$ cat config.mk
export PLATFORM = sky130hd
export DESIGN_NAME = rx_gain_ptr_unit
export DESIGN_NICKNAME = d
export VERILOG_FILES = /design/src/rtl/rgp_pkg.sv /design/src/rtl/rgp_ptr.sv /design/src/rtl/rgp_lookup.sv /design/src/rtl/rx_gain_ptr_unit.sv
export SDC_FILE = /design/constraint.sdc
export NUM_CORES = 1
export LEC_CHECK = 0
export BUFFER_PORTS_ARGS = -buffer_cell sky130_fd_sc_hd__buf_2
export CORE_MARGIN = 1
export CORE_UTILIZATION = 30
export DETAILED_ROUTE_END_ITERATION = 8
export GPL_ROUTABILITY_DRIVEN = 0
export PLACE_DENSITY = 0.56
export SLEW_MARGIN = 20
export SYNTH_ARGS = -nofsm -noshare
export SYNTH_HDL_FRONTEND = slang
export SYNTH_HIERARCHICAL = 1
export SYNTH_SLANG_ARGS = --single-unit
$ cat constraint.sdc
create_clock -name clk_i -period 6.2 [get_ports clk_i]
set_clock_uncertainty 0.05 [all_clocks]
set_input_delay 0.62 -clock clk_i [delete_from_list [all_inputs] [get_ports clk_i]]
set_output_delay 0.62 -clock clk_i [all_outputs]
set_load 0.03 [all_outputs]
$ cat src/rtl/rgp_pkg.sv
package rgp_pkg;
  parameter int IDX_W   = 6;
  parameter int NUM_PTR = 3;
  parameter int LNA_W   = 2;
  parameter int MIX_W   = 2;
  parameter int TIA_W   = 1;
  parameter int LPF_W   = 5;
  parameter int DIG_W   = 4;
  localparam int DEPTH  = 1 << IDX_W;
  localparam logic [IDX_W-1:0] LPF_SAT = IDX_W'((1 << LPF_W) - 1);
  localparam logic [IDX_W-1:0] DIG_SAT = IDX_W'((1 << DIG_W) - 1);

  typedef struct packed {
    logic [LNA_W-1:0] lna;
    logic [MIX_W-1:0] mix;
    logic [TIA_W-1:0] tia;
    logic [LPF_W-1:0] lpf;
    logic [DIG_W-1:0] dig;
  } gain_codes_t;

  // combined row: mixed-radix split of the index
  function automatic gain_codes_t full_row(logic [IDX_W-1:0] i);
    gain_codes_t r;
    r.lna = i[5:4];
    r.mix = i[3:2];
    r.tia = i[1];
    r.lpf = LPF_W'(i[1:0]) * LPF_W'(5);
    r.dig = DIG_W'(i[5:3]);
    return r;
  endfunction

  function automatic gain_codes_t lmt_row(logic [IDX_W-1:0] i);
    gain_codes_t r;
    r.lna = i[5:4];
    r.mix = i[3:2];
    r.tia = i[1];
    r.lpf = '0;
    r.dig = '0;
    return r;
  endfunction

  function automatic logic [LPF_W-1:0] lpf_row(logic [IDX_W-1:0] i);
    return (i > LPF_SAT) ? LPF_SAT[LPF_W-1:0] : i[LPF_W-1:0];
  endfunction

  function automatic logic [DIG_W-1:0] dig_row(logic [IDX_W-1:0] i);
    return (i > DIG_SAT) ? DIG_SAT[DIG_W-1:0] : i[DIG_W-1:0];
  endfunction
endpackage

$ cat src/rtl/rgp_ptr.sv
module rgp_ptr
  import rgp_pkg::*;
(
  input  logic             clk_i,
  input  logic             rst_ni,
  input  logic             en_i,
  input  logic             wr_i,
  input  logic [IDX_W-1:0] wdata_i,
  input  logic             up_i,
  input  logic             dn_i,
  input  logic [IDX_W-1:0] max_i,
  output logic [IDX_W-1:0] ptr_o
);
  logic [IDX_W:0]   cand;
  logic [IDX_W-1:0] nxt;
  logic [IDX_W-1:0] ptr_q;

  always_comb begin
    if (wr_i)                 cand = {1'b0, wdata_i};
    else if (up_i)            cand = {1'b0, ptr_q} + 1'b1;
    else if (dn_i && ptr_q != '0) cand = {1'b0, ptr_q} - 1'b1;
    else                      cand = {1'b0, ptr_q};
    nxt = (cand > {1'b0, max_i}) ? max_i : cand[IDX_W-1:0];
  end

  always_ff @(posedge clk_i or negedge rst_ni) begin
    if (!rst_ni)   ptr_q <= '0;
    else if (en_i) ptr_q <= nxt;
  end

  assign ptr_o = ptr_q;


  ptr_ceiling_chk: assert property (@(posedge clk_i) disable iff (!rst_ni)
    en_i |=> (ptr_o <= $past(max_i)));


  ptr_hold_chk: assert property (@(posedge clk_i) disable iff (!rst_ni)
    !en_i |=> $stable(ptr_o));


  ptr_floor_chk: assert property (@(posedge clk_i) disable iff (!rst_ni)
    (en_i && !wr_i && !up_i && dn_i && ptr_o == '0) |=> (ptr_o == '0));
endmodule

$ cat src/rtl/rgp_lookup.sv
module rgp_lookup
  import rgp_pkg::*;
(
  input  logic             split_i,
  input  logic             dig_en_i,
  input  logic [IDX_W-1:0] ptr_main_i,
  input  logic [IDX_W-1:0] ptr_lpf_i,
  input  logic [IDX_W-1:0] ptr_dig_i,
  output gain_codes_t      codes_o
);
  gain_codes_t      full_tbl [DEPTH];
  gain_codes_t      lmt_tbl  [DEPTH];
  logic [LPF_W-1:0] lpf_tbl  [DEPTH];
  logic [DIG_W-1:0] dig_tbl  [DEPTH];

  for (genvar g = 0; g < DEPTH; g++) begin : g_tbl
    assign full_tbl[g] = full_row(IDX_W'(g));
    assign lmt_tbl[g]  = lmt_row(IDX_W'(g));
    assign lpf_tbl[g]  = lpf_row(IDX_W'(g));
    assign dig_tbl[g]  = dig_row(IDX_W'(g));
  end

  always_comb begin
    if (split_i) begin
      codes_o     = lmt_tbl[ptr_main_i];
      codes_o.lpf = lpf_tbl[ptr_lpf_i];
      codes_o.dig = dig_tbl[ptr_dig_i];
    end else begin
      codes_o = full_tbl[ptr_main_i];
    end
    if (!dig_en_i) codes_o.dig = '0;
  end
endmodule

$ cat src/rtl/rx_gain_ptr_unit.sv
module rx_gain_ptr_unit
  import rgp_pkg::*;
(
  input  logic               clk_i,
  input  logic               rst_ni,
  input  logic               split_mode_i,
  input  logic               dig_en_i,
  input  logic [NUM_PTR-1:0] ptr_wr_i,
  input  logic [IDX_W-1:0]   ptr_wdata_i,
  input  logic [NUM_PTR-1:0] step_up_i,
  input  logic [NUM_PTR-1:0] step_dn_i,
  input  logic [IDX_W-1:0]   max_main_i,
  input  logic [IDX_W-1:0]   max_lpf_i,
  input  logic [IDX_W-1:0]   max_dig_i,
  output logic [LNA_W-1:0]   lna_gain_o,
  output logic [MIX_W-1:0]   mix_gain_o,
  output logic [TIA_W-1:0]   tia_gain_o,
  output logic [LPF_W-1:0]   lpf_gain_o,
  output logic [DIG_W-1:0]   dig_gain_o,
  output logic [IDX_W-1:0]   ptr_main_o,
  output logic [IDX_W-1:0]   ptr_lpf_o,
  output logic [IDX_W-1:0]   ptr_dig_o,
  output logic               gain_chg_o
);
  logic [NUM_PTR-1:0] ptr_en;
  logic [IDX_W-1:0]   max_arr [NUM_PTR];
  logic [IDX_W-1:0]   ptr_arr [NUM_PTR];
  gain_codes_t        look;
  gain_codes_t        codes_q;
  logic               chg_q;

  // pointer 0 always live; 1 only split; 2 only split with digital gain
  assign ptr_en     = {split_mode_i & dig_en_i, split_mode_i, 1'b1};
  assign max_arr[0] = max_main_i;
  assign max_arr[1] = max_lpf_i;
  assign max_arr[2] = max_dig_i;

  for (genvar k = 0; k < NUM_PTR; k++) begin : g_ptr
    rgp_ptr u_ptr (
      .clk_i  (clk_i),
      .rst_ni (rst_ni),
      .en_i   (ptr_en[k]),
      .wr_i   (ptr_wr_i[k]),
      .wdata_i(ptr_wdata_i),
      .up_i   (step_up_i[k]),
      .dn_i   (step_dn_i[k]),
      .max_i  (max_arr[k]),
      .ptr_o  (ptr_arr[k])
    );
  end

  rgp_lookup u_lookup (
    .split_i   (split_mode_i),
    .dig_en_i  (dig_en_i),
    .ptr_main_i(ptr_arr[0]),
    .ptr_lpf_i (ptr_arr[1]),
    .ptr_dig_i (ptr_arr[2]),
    .codes_o   (look)
  );

  always_ff @(posedge clk_i or negedge rst_ni) begin
    if (!rst_ni) begin
      codes_q <= '0;
      chg_q   <= 1'b0;
    end else begin
      codes_q <= look;
      chg_q   <= (look != codes_q);
    end
  end

  assign lna_gain_o = codes_q.lna;
  assign mix_gain_o = codes_q.mix;
  assign tia_gain_o = codes_q.tia;
  assign lpf_gain_o = codes_q.lpf;
  assign dig_gain_o = codes_q.dig;
  assign ptr_main_o = ptr_arr[0];
  assign ptr_lpf_o  = ptr_arr[1];
  assign ptr_dig_o  = ptr_arr[2];
  assign gain_chg_o = chg_q;


  chg_moved_chk: assert property (@(posedge clk_i) disable iff (!rst_ni)
    gain_chg_o |-> (codes_q != $past(codes_q)));


  chg_quiet_chk: assert property (@(posedge clk_i) disable iff (!rst_ni)
    !gain_chg_o |-> $stable(codes_q));


  dig_off_chk: assert property (@(posedge clk_i) disable iff (!rst_ni)
    !dig_en_i |=> (dig_gain_o == '0));
endmodule

==> PnR_summary.wiki, run 1 <==
{| class="wikitable"
! Metric !! Value
|-
| Result of the run || finished, final reports clean
|-
| Clock transition time at the flip-flop clock pins of the worst setup and hold paths || 0.08 ns
|-
| Area Overhead vs Synth || 13.7%
|-
| Leading post-synthesis cells by cell area || dfrtp_1 25%, ha_1 10%, inv_1 3.9%
|-
| IR drop worst, VDD || 155 uV
|-
| Fin util || 35.0%
|-
| Sequential cell area in the final layout || 826 sq um
|-
| Overflow left after global routing || 0
|-
| Switching part of the total power || 51.5%
|-
| Setup tns final || 0 ns
|-
| Arrival time at the worst endpoint || 3.92 ns
|-
| Vias in the first global route || 2947
|-
| Cells along the critical path || inv_1 -> ha_1 -> or4b_4 -> a41oi_1 -> nor3_1 -> o31ai_1 -> inv_1 -> ha_1 -> and3_1 -> a21boi_0 -> o21a_1 -> a2111oi_4 -> a221o_1
|-
| Total of fill cells in the finished design || 1167
|-
| Class of the tightest hold or removal check || in2async
|-
| TritonCTS clock tree || built
|-
| Core region area || 10800 sq um
|-
| Total power divided by cell area || 343 nW/um^2
|-
| Slew Viols, Final || 0
|-
| Count of distinct cell types in the synthesized netlist || 77
|-
| Detailed-router iteration count before antenna repair || 5
|-
| Min Hold Slack || 0.337 ns
|-
| Final non-filler cell area || 3800 sq um
|-
| Width of the chip || 108 microns
|-
| Vias/cell || 5.41
|-
| Detailed Route WL || 9.19 mm
|-
| Slew at the pin closest to its max-slew limit || 0.891 ns
|-
| H-tree levels || 2
|-
| Slowest stage cell on the critical path || dfrtp_1
|-
| Met3 WL post-DR || 609 microns
|-
| Quantity of I/O buffers inserted on ports || 69
|-
| Highest metal layer with signal wires || met4
|-
| Combinational power share || 54.1%
|-
| Number of hold buffers added after CTS || 0
|-
| Total instance count after detailed placement || 572
|-
| Final number of setup-violating endpoints || 0
|-
| Relative slew slack || 39.8%
|-
| Sequential cell area fraction in the yosys report || 24.7%
|-
| Type of the worst setup path || reg2reg
|-
| Critical Path RT || 6.33 ns
|-
| Buffer depth of the longest clock path || 2
|-
| Share of layout cells above drive strength 1 || 23.0%
|-
| Drc violations || 0
|-
| Critical path depth in cells || 13
|-
| Wire length of the first global-routing pass || 15.2 mm
|-
| Library cell used as clock root buffer || clkbuf_8
|-
| Layout Nets || 503
|-
| Primary FF master, synth || dfrtp_1
|-
| Relative contribution of the clock network to total power || 12.7%
|-
| Total Die Area || 11600 sq um
|-
| Number of rows created at floorplan || 38
|-
| Part of the power in registers || 33.2%
|-
| Final cell count without fillers || 580
|-
| Share of the clock period used by the worst path || 61.1%
|-
| Post-detail-place hpwl || 7.16 mm
|-
| Number of warnings issued by yosys || 6
|-
| Sink Count || 33
|-
| Peak fanout along the critical path || 11
|-
| Met1 wire length || 4.25 mm
|-
| Highest clock rate || 0.264 GHz
|-
| Count of flip-flops with a built-in enable after synthesis || 0
|-
| Most frequent cells after synthesis || 35 x inv_1, 33 x dfrtp_1, 27 x ha_1, 22 x nand2_1, 21 x a21oi_1
|-
| Number of maximum-capacitance constraint violations || 0
|-
| Detailed router's first-iteration violation count || 306
|-
| Vertical extent of the die || 108 microns
|-
| Shortest clock period the worst path allows after layout || 3.79 ns
|-
| Delay of the slowest cell on the worst path || 0.52 ns
|-
| Post-synth top area share || 24.7%
|-
| Top delay family on crit path || compound AO/OA/AOI/OAI gates
|-
| TritonCTS Buffers || 5
|-
| Antenna diode instance count || 0
|-
| Global router's overall resource usage || 16.7%
|-
| Sort of element at the start of the critical path || flip-flop
|-
| Placement Setup Slack || 2.45 ns
|-
| Largest net degree at the start of global routing || 34
|-
| Via count of the routed design || 3136
|-
| Setup repair after global routing missed its margin || false
|-
| Final worst-path setup slack || 2.41 ns
|-
| Logic depth of the worst register-to-register path || 13
|-
| Number of register bits inferred by synthesis || 33
|-
| Initial Util || 30.8%
|-
| Switching Power || 672 uW
|-
| Total I/O pin count || 70
|-
| Clock insertion delay at the later pin of the skew report || 0.29 ns
|-
| Met2 wire length || 4.21 mm
|-
| Leak || 1.76 nW
|-
| Initial antenna violation count || 0
|-
| Avg Inst Size Synth || 8.63 sq um
|-
| Critical path endpoint category || flip-flop
|-
| Gates resized, CTS repair || 0
|-
| Hold violation total from the final report || 0
|-
| Overall power || 1.30 mW
|-
| Top-count cell post-synth || inv_1
|-
| Remaining number of nets flagged by the antenna check after routing || 0
|-
| Fraction of registers with async set or reset after synthesis || 100%
|-
| Post-synth net total || 451
|-
| Average wire per standard cell || 15.8 microns
|-
| Setup bufs post-CTS || 0
|-
| Area taken by multi-input logic gates || 2230 sq um
|-
| Post-Synthesis Cells || 387
|-
| Buffers & Inverters on Critical Path || 2
|-
| Placed cell area || 3710 sq um
|-
| Internal || 632 uW
|-
| Area of the mapped netlist || 3340 sq um
|-
| Library cell with the largest summed area after synthesis || dfrtp_1
|}
cell type report:
type                    instances  area share, %
flip-flops and latches         33           21.7
well taps                     140           4.61
inverters                      35           3.46
repair buffers                 69           9.09
multi-input cells             295           58.8
clock buffers                   5           1.81
clock inverters                 3          0.461
cells in the final DEF, fill, tap and decap left out, types with 10 or more instances in the layout:
master,Yosys,final
xor2_1,14,14
nor3_1,10,10
dfrtp_1,33,33
nand3_1,11,11
inv_1,35,35
ha_1,27,27
buf_2,2,69
a21oi_1,21,21
nand2_1,22,22
nor2_1,20,20
cells by family (layout without fill, tap and decap cells):
group	count (synthesis)	count (layout)	share of synthesized area (%)
mux	7	7	2.28
flops	33	33	24.7
other cells	1	1	0.112
xor+xnor	17	17	4.46
fa+ha+maj	27	27	10.1
buf+inv	59	112	8.43
simple gates	127	127	22.3
compound gates	116	116	27.6
registers in the layout, indices dropped and copies added (netlist names):
name and count:
g_ptr.u_ptr/ptr_o 18, lpf_gain_o 5, dig_gain_o 4, lna_gain_o 2, mix_gain_o 2, gain_chg_o 1
tia_gain_o 1
per-layer routing:
layer	track usage (%)	vias up
li1	-	1559
met1	22.7	1467
met2	27.1	101
met3	3.03	9
met4	4.01	0
met5	0	-
path summary, 6_finish.rpt:
check                                              from                       to  slack (ns)
worst max-delay path            g_ptr[0].u_ptr/ptr_o[1]  g_ptr[0].u_ptr/ptr_o[2]        2.41
worst min-delay path                             rst_ni  g_ptr[1].u_ptr/ptr_o[2]        0.34
worst max register to register  g_ptr[0].u_ptr/ptr_o[1]  g_ptr[0].u_ptr/ptr_o[2]        2.41
worst min register to register  g_ptr[0].u_ptr/ptr_o[1]               tia_gain_o        0.58
max in group asynchronous                        rst_ni  g_ptr[2].u_ptr/ptr_o[3]        5.26
min in group clk_i                        max_main_i[2]  g_ptr[0].u_ptr/ptr_o[2]        0.53
power groups by stage:
stage	Clock [mW]	Sequential (mW)	Combinational [mW]
detailed placement	0	0.436	0.706
CTS	0.173	0.431	0.709
floorplan	0	0.497	0.454
global placement	0	0.433	0.699
finish	0.166	0.432	0.705
global route	0.179	0.450	0.780
Note: power is estimated with default switching activity, not from simulation.
==> inputs of run 2 (changes only) <==
- clock period: 6.2 -> 3.74 ns (I/O delays scaled with it)
==> run 2 against run 1 <==
Via count up 2.4%. Critical path depth unchanged. Register-to-register slack worse by 2.1 ns. Sequential share of layout area down 0.83 points. Die area unchanged. Sequential power up 34%. Clock power up 110%. Hold slack worse by 0.24 ns. Sequential cell count unchanged. First-iteration DRC count down 40%. Critical path type unchanged. Critical endpoint unchanged. Largest power group unchanged.
==> PnR_summary.wiki, run 2 (same netlist as run 1, synthesis figures left out) <==
{| class="wikitable"
! Metric !! Value
|-
| Result of the run || finished, final reports clean
|-
| Remaining number of nets flagged by the antenna check after routing || 0
|-
| Fin util || 36.4%
|-
| Cells along the critical path || inv_1 -> ha_1 -> or4b_4 -> o211ai_1 -> mux2_2 -> nor2_1 -> inv_1 -> ha_1 -> a21o_1 -> a21o_1 -> o21ai_0 -> a21oi_1 -> a221o_1
|-
| Initial antenna violation count || 0
|-
| Setup tns final || 0 ns
|-
| Global routing usage on met2 || 27.4%
|-
| Hold violation total from the final report || 0
|-
| Total Die Area || 11600 sq um
|-
| Global router's overall resource usage || 16.4%
|-
| Buffers & Inverters on Critical Path || 2
|-
| Antenna diode instance count || 0
|-
| Largest net degree at the start of global routing || 34
|-
| Share of the clock period used by the worst path || 92.5%
|-
| Class of the tightest hold or removal check || in2async
|-
| Shortest clock period the worst path allows after layout || 3.46 ns
|-
| TritonCTS clock tree || built
|-
| Wire length of the first global-routing pass || 14.9 mm
|-
| Overflow left after global routing || 0
|-
| Peak fanout along the critical path || 5
|-
| Commonest non-fill, non-tap cell in the layout || buf_2
|-
| Initial Util || 30.8%
|-
| Average wire per standard cell || 15.5 microns
|-
| Most frequent cells in the layout || 69 x buf_2, 35 x inv_1, 33 x dfrtp_1, 27 x ha_1, 22 x nand2_1
|-
| Clock transition time at the flip-flop clock pins of the worst setup and hold paths || 0.08 ns
|-
| Highest clock rate || 0.289 GHz
|-
| Total power divided by cell area || 591 nW/um^2
|-
| Total I/O pin count || 70
|-
| H-tree levels || 2
|-
| Reg with most FFs || g_ptr.u_ptr/ptr_o
|-
| Detailed Route WL || 9.22 mm
|-
| GR met3 Demand/Resource || 2.12%
|-
| Via count of the routed design || 3211
|-
| Slowest stage cell on the critical path || or4b_4
|-
| TritonCTS Buffers || 5
|-
| Drc violations || 0
|-
| Quantity of I/O buffers inserted on ports || 69
|-
| Vertical extent of the die || 108 microns
|-
| Number of flip-flops in the largest register || 18
|-
| Share of layout cells above drive strength 1 || 25.9%
|-
| Detailed router's first-iteration violation count || 183
|-
| Slew at the pin closest to its max-slew limit || 0.767 ns
|-
| Arrival time at the worst endpoint || 3.59 ns
|-
| Relative slew slack || 48.9%
|-
| Top delay family on crit path || compound AO/OA/AOI/OAI gates
|-
| GR met1 Demand/Resource || 22.1%
|-
| IR drop worst, VDD || 309 uV
|-
| Width of the chip || 108 microns
|-
| Clock insertion delay at the later pin of the skew report || 0.29 ns
|-
| Slew Viols, Final || 0
|-
| Setup bufs post-CTS || 0
|-
| Detailed-router iteration count before antenna repair || 4
|-
| Vias/cell || 5.39
|-
| Delay of the slowest cell on the worst path || 0.49 ns
|-
| Startpoint of the worst setup timing path || g_ptr[0].u_ptr/ptr_o[0]
|-
| Setup repair after global routing missed its margin || false
|-
| Critical path endpoint category || flip-flop
|-
| Number of rows created at floorplan || 38
|-
| Leak || 1.85 nW
|-
| FF-to-FF Start || g_ptr[0].u_ptr/ptr_o[0]
|-
| Area Overhead vs Synth || 18.2%
|-
| Sort of element at the start of the critical path || flip-flop
|-
| Core region area || 10800 sq um
|-
| Final number of setup-violating endpoints || 0
|-
| Library cell used as clock root buffer || clkbuf_8
|-
| Type of the worst setup path || reg2reg
|-
| Critical Path RT || 3.87 ns
|-
| Post-detail-place hpwl || 7.36 mm
|-
| Buffer depth of the longest clock path || 2
|-
| Number of maximum-capacitance constraint violations || 0
|-
| Sink Count || 33
|-
| Layout Nets || 519
|-
| Vias in the first global route || 2950
|-
| Gr busiest metal || met2
|}
## run 2: cell count changes in the layout (fill, tap and decap cells not counted)
cell and change:
buf_4 +16, bufinv_16 +1, clkinv_2 -2, clkinv_4 +1, o21a_1 -1, o21a_2 +1
## run 2: area by class of cell
cell class	instances	area, sq um
clock buffers	5	68.8
clock inverters	3	46.3
fillers	1150	6890
repair buffers	85	465
flip-flops and latches	33	826
well taps	140	175
multi-input cells	295	2230
inverters	35	131
## run 2: through the flow
step / cells / hold slack (ns) / setup slack [ns] / cell area, sq um / total power, mW
after detailed placement: 588 / 0.445 / 0.210 / 3830 / 1.98
after global placement: 588 / 0.451 / 0.255 / 3830 / 1.97
final: 596 / 0.101 / 0.280 / 3950 / 2.33
after global routing: 596 / 0.160 / 0.0383 / 3950 / 2.51
after floorplan: 387 / 0.0284 / 0.247 / 3340 / 1.58
after CTS: 596 / 0.126 / 0.185 / 3950 / 2.34
## run 2: layer usage
metal  vias to the layer above  share of wire, %
met3                         8               4.2
met2                        73                47
met4                         0               1.1
met1                      1535                48
li1                       1595                 -
met5                         -                 0
## run 2: power by group
| group | leakage [nW] | internal (mW) | switching (mW) |
|---|---|---|---|
| sequential | 0.393 | 0.465 | 0.114 |
| clock | 0.0543 | 0.200 | 0.154 |
| combinational | 1.40 | 0.531 | 0.868 |
| total | 1.85 | 1.20 | 1.14 |
## run 2: final timing paths
kind	slack (ns)	endpoint	cells after the start
setup / recovery	0.28	g_ptr[0].u_ptr/ptr_o[2]	13
hold / removal	0.10	g_ptr[1].u_ptr/ptr_o[2]	1
setup reg to reg	0.28	g_ptr[0].u_ptr/ptr_o[2]	13
hold reg to reg	0.55	tia_gain_o	1
max in group asynchronous	3.06	lna_gain_o[1]	1
min in group clk_i	0.28	g_ptr[0].u_ptr/ptr_o[3]	2
## run 2: timing repair
action	4_1_cts	5_1_grt
hold buffers	0	0
endpoints found under the setup margin	0	3
gates resized for setup	0	1
